## config.mk

```make
export PLATFORM = sky130hd
export DESIGN_NAME = lin_tx_gate
export DESIGN_NICKNAME = d
export VERILOG_FILES = /design/src/rtl/lin_gate_pkg.sv /design/src/rtl/lin_dom_timeout.sv /design/src/rtl/lin_thermal_latch.sv /design/src/rtl/lin_batt_hyst.sv /design/src/rtl/lin_tx_gate.sv
export SDC_FILE = /design/constraint.sdc
export NUM_CORES = 1
export LEC_CHECK = 0
export CAP_MARGIN = 20
export CORE_ASPECT_RATIO = 1.25
export CORE_MARGIN = 10
export CORE_UTILIZATION = 40
export CTS_CLUSTER_DIAMETER = 80
export DETAILED_ROUTE_END_ITERATION = 8
export HOLD_SLACK_MARGIN = 0.06
export PLACE_DENSITY = 0.63
export SKIP_CTS_REPAIR_TIMING = 1
export SLEW_MARGIN = 20
export SYNTH_ARGS = -nofsm -noshare
export SYNTH_HDL_FRONTEND = slang
export SYNTH_SLANG_ARGS = --single-unit
```

## constraint.sdc

```tcl
create_clock -name clk_i -period 2.54 [get_ports clk_i]
set_input_delay 0.508 -clock clk_i [delete_from_list [all_inputs] [get_ports clk_i]]
set_output_delay 0.508 -clock clk_i [all_outputs]
set_load 0.005 [all_outputs]
```

## src/rtl/lin_gate_pkg.sv

```systemverilog
package lin_gate_pkg;
  typedef struct packed {
    logic timeout;
    logic thermal;
    logic battery;
  } gate_status_t;

  localparam int unsigned DefaultTimeoutTicks = 2500000;
endpackage

```

## src/rtl/lin_dom_timeout.sv

```systemverilog
module lin_dom_timeout #(
  parameter int unsigned TIMEOUT_TICKS = 2500000,
  localparam int unsigned CntW = $clog2(TIMEOUT_TICKS + 1)
) (
  input  logic clk_i,
  input  logic rst_ni,
  input  logic txd_i,
  input  logic normal_i,
  output logic timeout_o
);
  localparam logic [CntW-1:0] Limit = CntW'(TIMEOUT_TICKS);

  logic [CntW-1:0] cnt_q;

  always_ff @(posedge clk_i or negedge rst_ni) begin
    if (!rst_ni) begin
      cnt_q <= '0;
    end else if (!normal_i || txd_i) begin
      cnt_q <= '0;
    end else if (cnt_q != Limit) begin
      cnt_q <= cnt_q + 1'b1;
    end
  end

  assign timeout_o = (cnt_q == Limit);

  assert_timeout_holds_R4: assert property (@(posedge clk_i) disable iff (!rst_ni)
    timeout_o && !txd_i && normal_i |=> timeout_o);
  assert_timeout_clears_R4: assert property (@(posedge clk_i) disable iff (!rst_ni)
    txd_i |=> !timeout_o);
endmodule

```

## src/rtl/lin_thermal_latch.sv

```systemverilog
module lin_thermal_latch (
  input  logic clk_i,
  input  logic rst_ni,
  input  logic txd_i,
  input  logic normal_i,
  input  logic thermal_i,
  output logic block_o
);
  logic hold_q;

  // set by the flag, cleared only by a high TxD once the flag is gone
  always_ff @(posedge clk_i or negedge rst_ni) begin
    if (!rst_ni) begin
      hold_q <= 1'b0;
    end else if (!normal_i) begin
      hold_q <= 1'b0;
    end else if (thermal_i) begin
      hold_q <= 1'b1;
    end else if (txd_i) begin
      hold_q <= 1'b0;
    end
  end

  assign block_o = thermal_i | hold_q;

  assert_thermal_latches_R6: assert property (@(posedge clk_i) disable iff (!rst_ni)
    normal_i && thermal_i |=> block_o);
  assert_thermal_needs_high_R6: assert property (@(posedge clk_i) disable iff (!rst_ni)
    block_o && normal_i && !txd_i |=> block_o);
endmodule

```

## src/rtl/lin_batt_hyst.sv

```systemverilog
module lin_batt_hyst (
  input  logic clk_i,
  input  logic rst_ni,
  input  logic batt_low_i,
  input  logic batt_high_i,
  output logic block_o
);
  logic block_q;

  always_ff @(posedge clk_i or negedge rst_ni) begin
    if (!rst_ni) begin
      block_q <= 1'b0;
    end else if (batt_low_i) begin
      block_q <= 1'b1;
    end else if (batt_high_i) begin
      block_q <= 1'b0;
    end
  end

  assign block_o = block_q;

  assert_batt_low_blocks_R7: assert property (@(posedge clk_i) disable iff (!rst_ni)
    batt_low_i |=> block_o);
  assert_batt_high_releases_R7: assert property (@(posedge clk_i) disable iff (!rst_ni)
    !batt_low_i && batt_high_i |=> !block_o);
  assert_batt_hold_R7: assert property (@(posedge clk_i) disable iff (!rst_ni)
    !batt_low_i && !batt_high_i |=> $stable(block_o));
endmodule

```

## src/rtl/lin_tx_gate.sv

```systemverilog
module lin_tx_gate
  import lin_gate_pkg::*;
#(
  parameter int unsigned TIMEOUT_TICKS = DefaultTimeoutTicks
) (
  input  logic clk_i,
  input  logic rst_ni,
  input  logic txd_i,
  input  logic normal_i,
  input  logic thermal_i,
  input  logic batt_low_i,
  input  logic batt_high_i,
  output logic drive_dom_o,
  output logic timeout_active_o,
  output logic thermal_block_o,
  output logic battery_block_o
);
  gate_status_t st;

  lin_dom_timeout #(.TIMEOUT_TICKS(TIMEOUT_TICKS)) u_timeout (
    .clk_i    (clk_i),
    .rst_ni   (rst_ni),
    .txd_i    (txd_i),
    .normal_i (normal_i),
    .timeout_o(st.timeout)
  );

  lin_thermal_latch u_thermal (
    .clk_i    (clk_i),
    .rst_ni   (rst_ni),
    .txd_i    (txd_i),
    .normal_i (normal_i),
    .thermal_i(thermal_i),
    .block_o  (st.thermal)
  );

  lin_batt_hyst u_batt (
    .clk_i      (clk_i),
    .rst_ni     (rst_ni),
    .batt_low_i (batt_low_i),
    .batt_high_i(batt_high_i),
    .block_o    (st.battery)
  );

  assign drive_dom_o      = normal_i && !txd_i && (st == '0);
  assign timeout_active_o = st.timeout;
  assign thermal_block_o  = st.thermal;
  assign battery_block_o  = st.battery;

  assert_drive_needs_normal_R2: assert property (@(posedge clk_i) disable iff (!rst_ni)
    drive_dom_o |-> normal_i);
  assert_timeout_releases_R3: assert property (@(posedge clk_i) disable iff (!rst_ni)
    timeout_active_o |-> !drive_dom_o);
  assert_thermal_releases_R5: assert property (@(posedge clk_i) disable iff (!rst_ni)
    thermal_i |-> !drive_dom_o && thermal_block_o);
  assert_mode_exit_clears_R8: assert property (@(posedge clk_i) disable iff (!rst_ni)
    !normal_i |=> !timeout_active_o);
endmodule

```

==> flow_metrics.py <==
metrics = {
    "synthesis": {
        "synth-seq-area-share_pct": 47.01,
        "synth.most_common_cell": "dfrtp_1",
        "synth-edff-count": 0,
        "netlist.area_leader.share_pct": 47.01,
        "netlist_instances": 137,
        "ys_types": 30,
        "mappedNetlistArea_mm2": 0.001277,
        "ys_top_cells_by_count": "dfrtp_1 (24), a21oi_1 (13), nor2_1 (11), o21ai_0 (10), nand3_1 (9)",
        "ys_ff_latch": 24,
        "async_reset_ff_share_pct": 100.0,
        "synth_area_leaders": "dfrtp_1 (47%), a21oi_1 (5.1%), xnor2_1 (4.8%)",
        "synth_area_per_cell_um2": 9.325,
        "synth.largest_area_cell": "dfrtp_1",
        "yosysWarnings": 0,
        "synth_ff_type": "dfrtp_1",
        "synth_nets": 146,
    },
    "timing": {
        "fin_crit_ps": 2299,
        "hold_viol_final": 0,
        "fin_crit_sh_pct": 90.50,
        "fmax_mhz": 435.0,
        "finClkSkew_ps": 15.06,
        "fin_ws_ps": 241.2,
        "final-setup-viol-count": 0,
        "worstMarginPinSlew_ps": 311.2,
        "relSlewSlack_pct": 79.25,
        "rsz0062_at_grt": "no",
        "drv_slew": 0,
    },
    "placed_design": {
        "place_ws_ps": 16.54,
        "io_buffers": 10,
        "gp_congestion": 0.7373,
        "place_hpwl_mm": 1.993,
    },
    "routing": {
        "post_drt_wl_per_cell_um": 14.60,
        "viasPerCell": 5.615,
        "drt-total-wl_mm": 2.804,
        "via_count": 1078,
        "drtAntennaViolNets": 0,
        "initialDrtViolationCount": 86,
        "drt_first_pass_iters": 4,
        "drc": 0,
    },
    "worst_setup_path": {
        "cp-end-kind": "output pin",
        "critPathLaunch": "u_timeout.cnt_q[1]",
        "path_buf_inv": 2,
        "reg2reg_to": "u_timeout.cnt_q[20]",
        "cp.arrival_ps": 1790,
        "crit_end": "drive_dom_o",
        "critPathMaxStageDelay_ps": 440,
        "start_kind": "flip-flop",
        "path_class": "flip-flop to output pin",
        "critical-path-top-delay-family": "simple AND/OR/NAND/NOR gates",
        "r2r-start": "u_timeout.cnt_q[1]",
        "rrSetupSlack_ps": 330,
        "worst-path-max-fanout": 5,
        "critical_path_required_ps": 2030,
        "reg2reg_depth": 6,
        "cp.depth": 7,
        "slowest_stage": "dfrtp_1",
        "crit_chain": "inv_1, ha_1, nor4bb_4, nand4_1, nor2_2, nor4_1, dlymetal6s2s_1",
    },
    "global_routing": {
        "antenna_found_initial": 0,
        "grt_max_degree": 25,
        "gr-total-overflow": 0,
        "grt_pass1_vias": 1057,
        "grt_util_all_layers_pct": 9.284,
        "grt_pass1_wl_mm": 4.705,
    },
    "clock_network": {
        "path_clk_slew_ps": 150,
        "root_buffer": "clkbuf_4",
        "cts_tree": "yes",
        "cts.sinks": 24,
        "h-tree-depth": 1,
        "clk_latency_ps": 330,
        "numCtsBuffers": 3,
        "clk_path_buf_depth": 2,
    },
    "power_and_ir_drop": {
        "combPwrFrac_pct": 6.4,
        "leakage_nw": 0.6135,
        "swShare_pct": 20.41,
        "peakVddDrop_mv": 0.4362,
        "pwr-share-clk_pct": 39.3,
        "finalPower_w": 0.0007151,
        "intPower_w": 0.0005692,
        "switchingPower_w": 0.0001460,
        "p_seq_share_pct": 54.3,
        "p_per_area_mw_per_mm2": 459.1,
    },
    "die": {
        "fp.dieArea_mm2": 0.005868,
        "fp.dieW_um": 70.55,
        "pin_count": 11,
        "coreArea_mm2": 0.003000,
        "initial_core_util_pct": 42.58,
        "die_y_um": 83.19,
        "num_rows": 22,
    },
    "status": {
        "status": "completed",
    },
    "finish": {
        "fin_nets": 166,
        "syn2layout_area_growth_pct": 21.94,
        "antenna_cells": 0,
        "drive_gt1_share_pct": 15.38,
    },
    "flow_run": {
        "cap_violations": 0,
    },
    "worst_hold_path": {
        "hp-class": "input pin to asynchronous set/reset pin",
    },
}
## per-layer routing
| layer | GRT usage [%] | vias to the layer above | wire length (um) | share of wire, % |
|---|---|---|---|---|
| met5 | 0 | - | 0 | 0 |
| li1 | - | 529 | - | - |
| met4 | 3.163 | 0 | 34 | 1.2 |
| met2 | 16.56 | 15 | 1435 | 51 |
| met1 | 10.78 | 530 | 1258 | 45 |
| met3 | 1.429 | 4 | 77 | 2.7 |
## power by group through the flow
stage           logic, W  clock network [W]  registers (W)
6_report       0.0000459           0.000281       0.000388
2_1_floorplan  0.0000145                  0       0.000396
4_1_cts        0.0000412           0.000287       0.000389
3_3_place_gp   0.0000400                  0       0.000396
5_1_grt        0.0000505           0.000299       0.000389
3_5_place_dp   0.0000412                  0       0.000396
## layout by cell type (no fill, tap or decap), drive strengths merged, types with 3 or more instances in the layout
cell,synthesis,final
a21oi,13,13
buf,1,9
clkbuf,3,3
clkdlybuf4s50,0,8
dfrtp,24,24
inv,8,8
nand2,5,5
nand3,10,10
nand4,3,3
nor2,11,11
nor2b,3,3
nor3,5,5
nor4,3,3
o21ai,10,10
or3,9,9
or4,4,4
xnor2,7,7
## layout make-up
type                            count  area [um2]
Inverter                            8       30.03
Fill cell                         263        1443
Clock inverter                      1       30.03
Clock buffer                        3       22.52
Multi-Input combinational cell    101       656.9
Timing Repair Buffer               19       172.7
Tap cell                           36       45.04
Sequential cell                    24       600.6
## how the worst min path moves through the flow
stage,start,endpoint
2_1_floorplan,rst_ni,u_batt.block_o
3_3_place_gp,u_batt.block_o,u_batt.block_o
3_5_place_dp,u_batt.block_o,u_batt.block_o
4_1_cts,rst_ni,u_timeout.cnt_q[16]
5_1_grt,rst_ni,u_timeout.cnt_q[18]
6_report,rst_ni,u_timeout.cnt_q[16]
## per-stage QoR
step	cells	cell area (um2)	hold slack (ps)	util, %	setup TNS [ps]
final	192	1558	515.9	51.92	0
after global routing	192	1558	543.1	51.92	0
after CTS	187	1479	527.4	49.29	-666.6
after detailed placement	183	1426	511.3	47.54	0
after global placement	183	1426	501.7	47.54	0
after floorplan	137	1277	212.4	-	0
## state kept, by name, summed over array words and instances, names as in the netlist
register	flops
u_thermal.hold_q	1
u_batt.block_o	1
u_timeout.cnt_q	22
## cells by family after synthesis
| family | count (synthesis) | share of synthesized area (%) |
|---|---|---|
| fa+ha+maj | 2 | 1.959 |
| compound gates | 27 | 11.36 |
| buf+inv | 12 | 4.407 |
| xor+xnor | 9 | 6.171 |
| simple gates | 63 | 29.09 |
| flops | 24 | 47.01 |
Note: power is estimated with default switching activity, not from simulation.
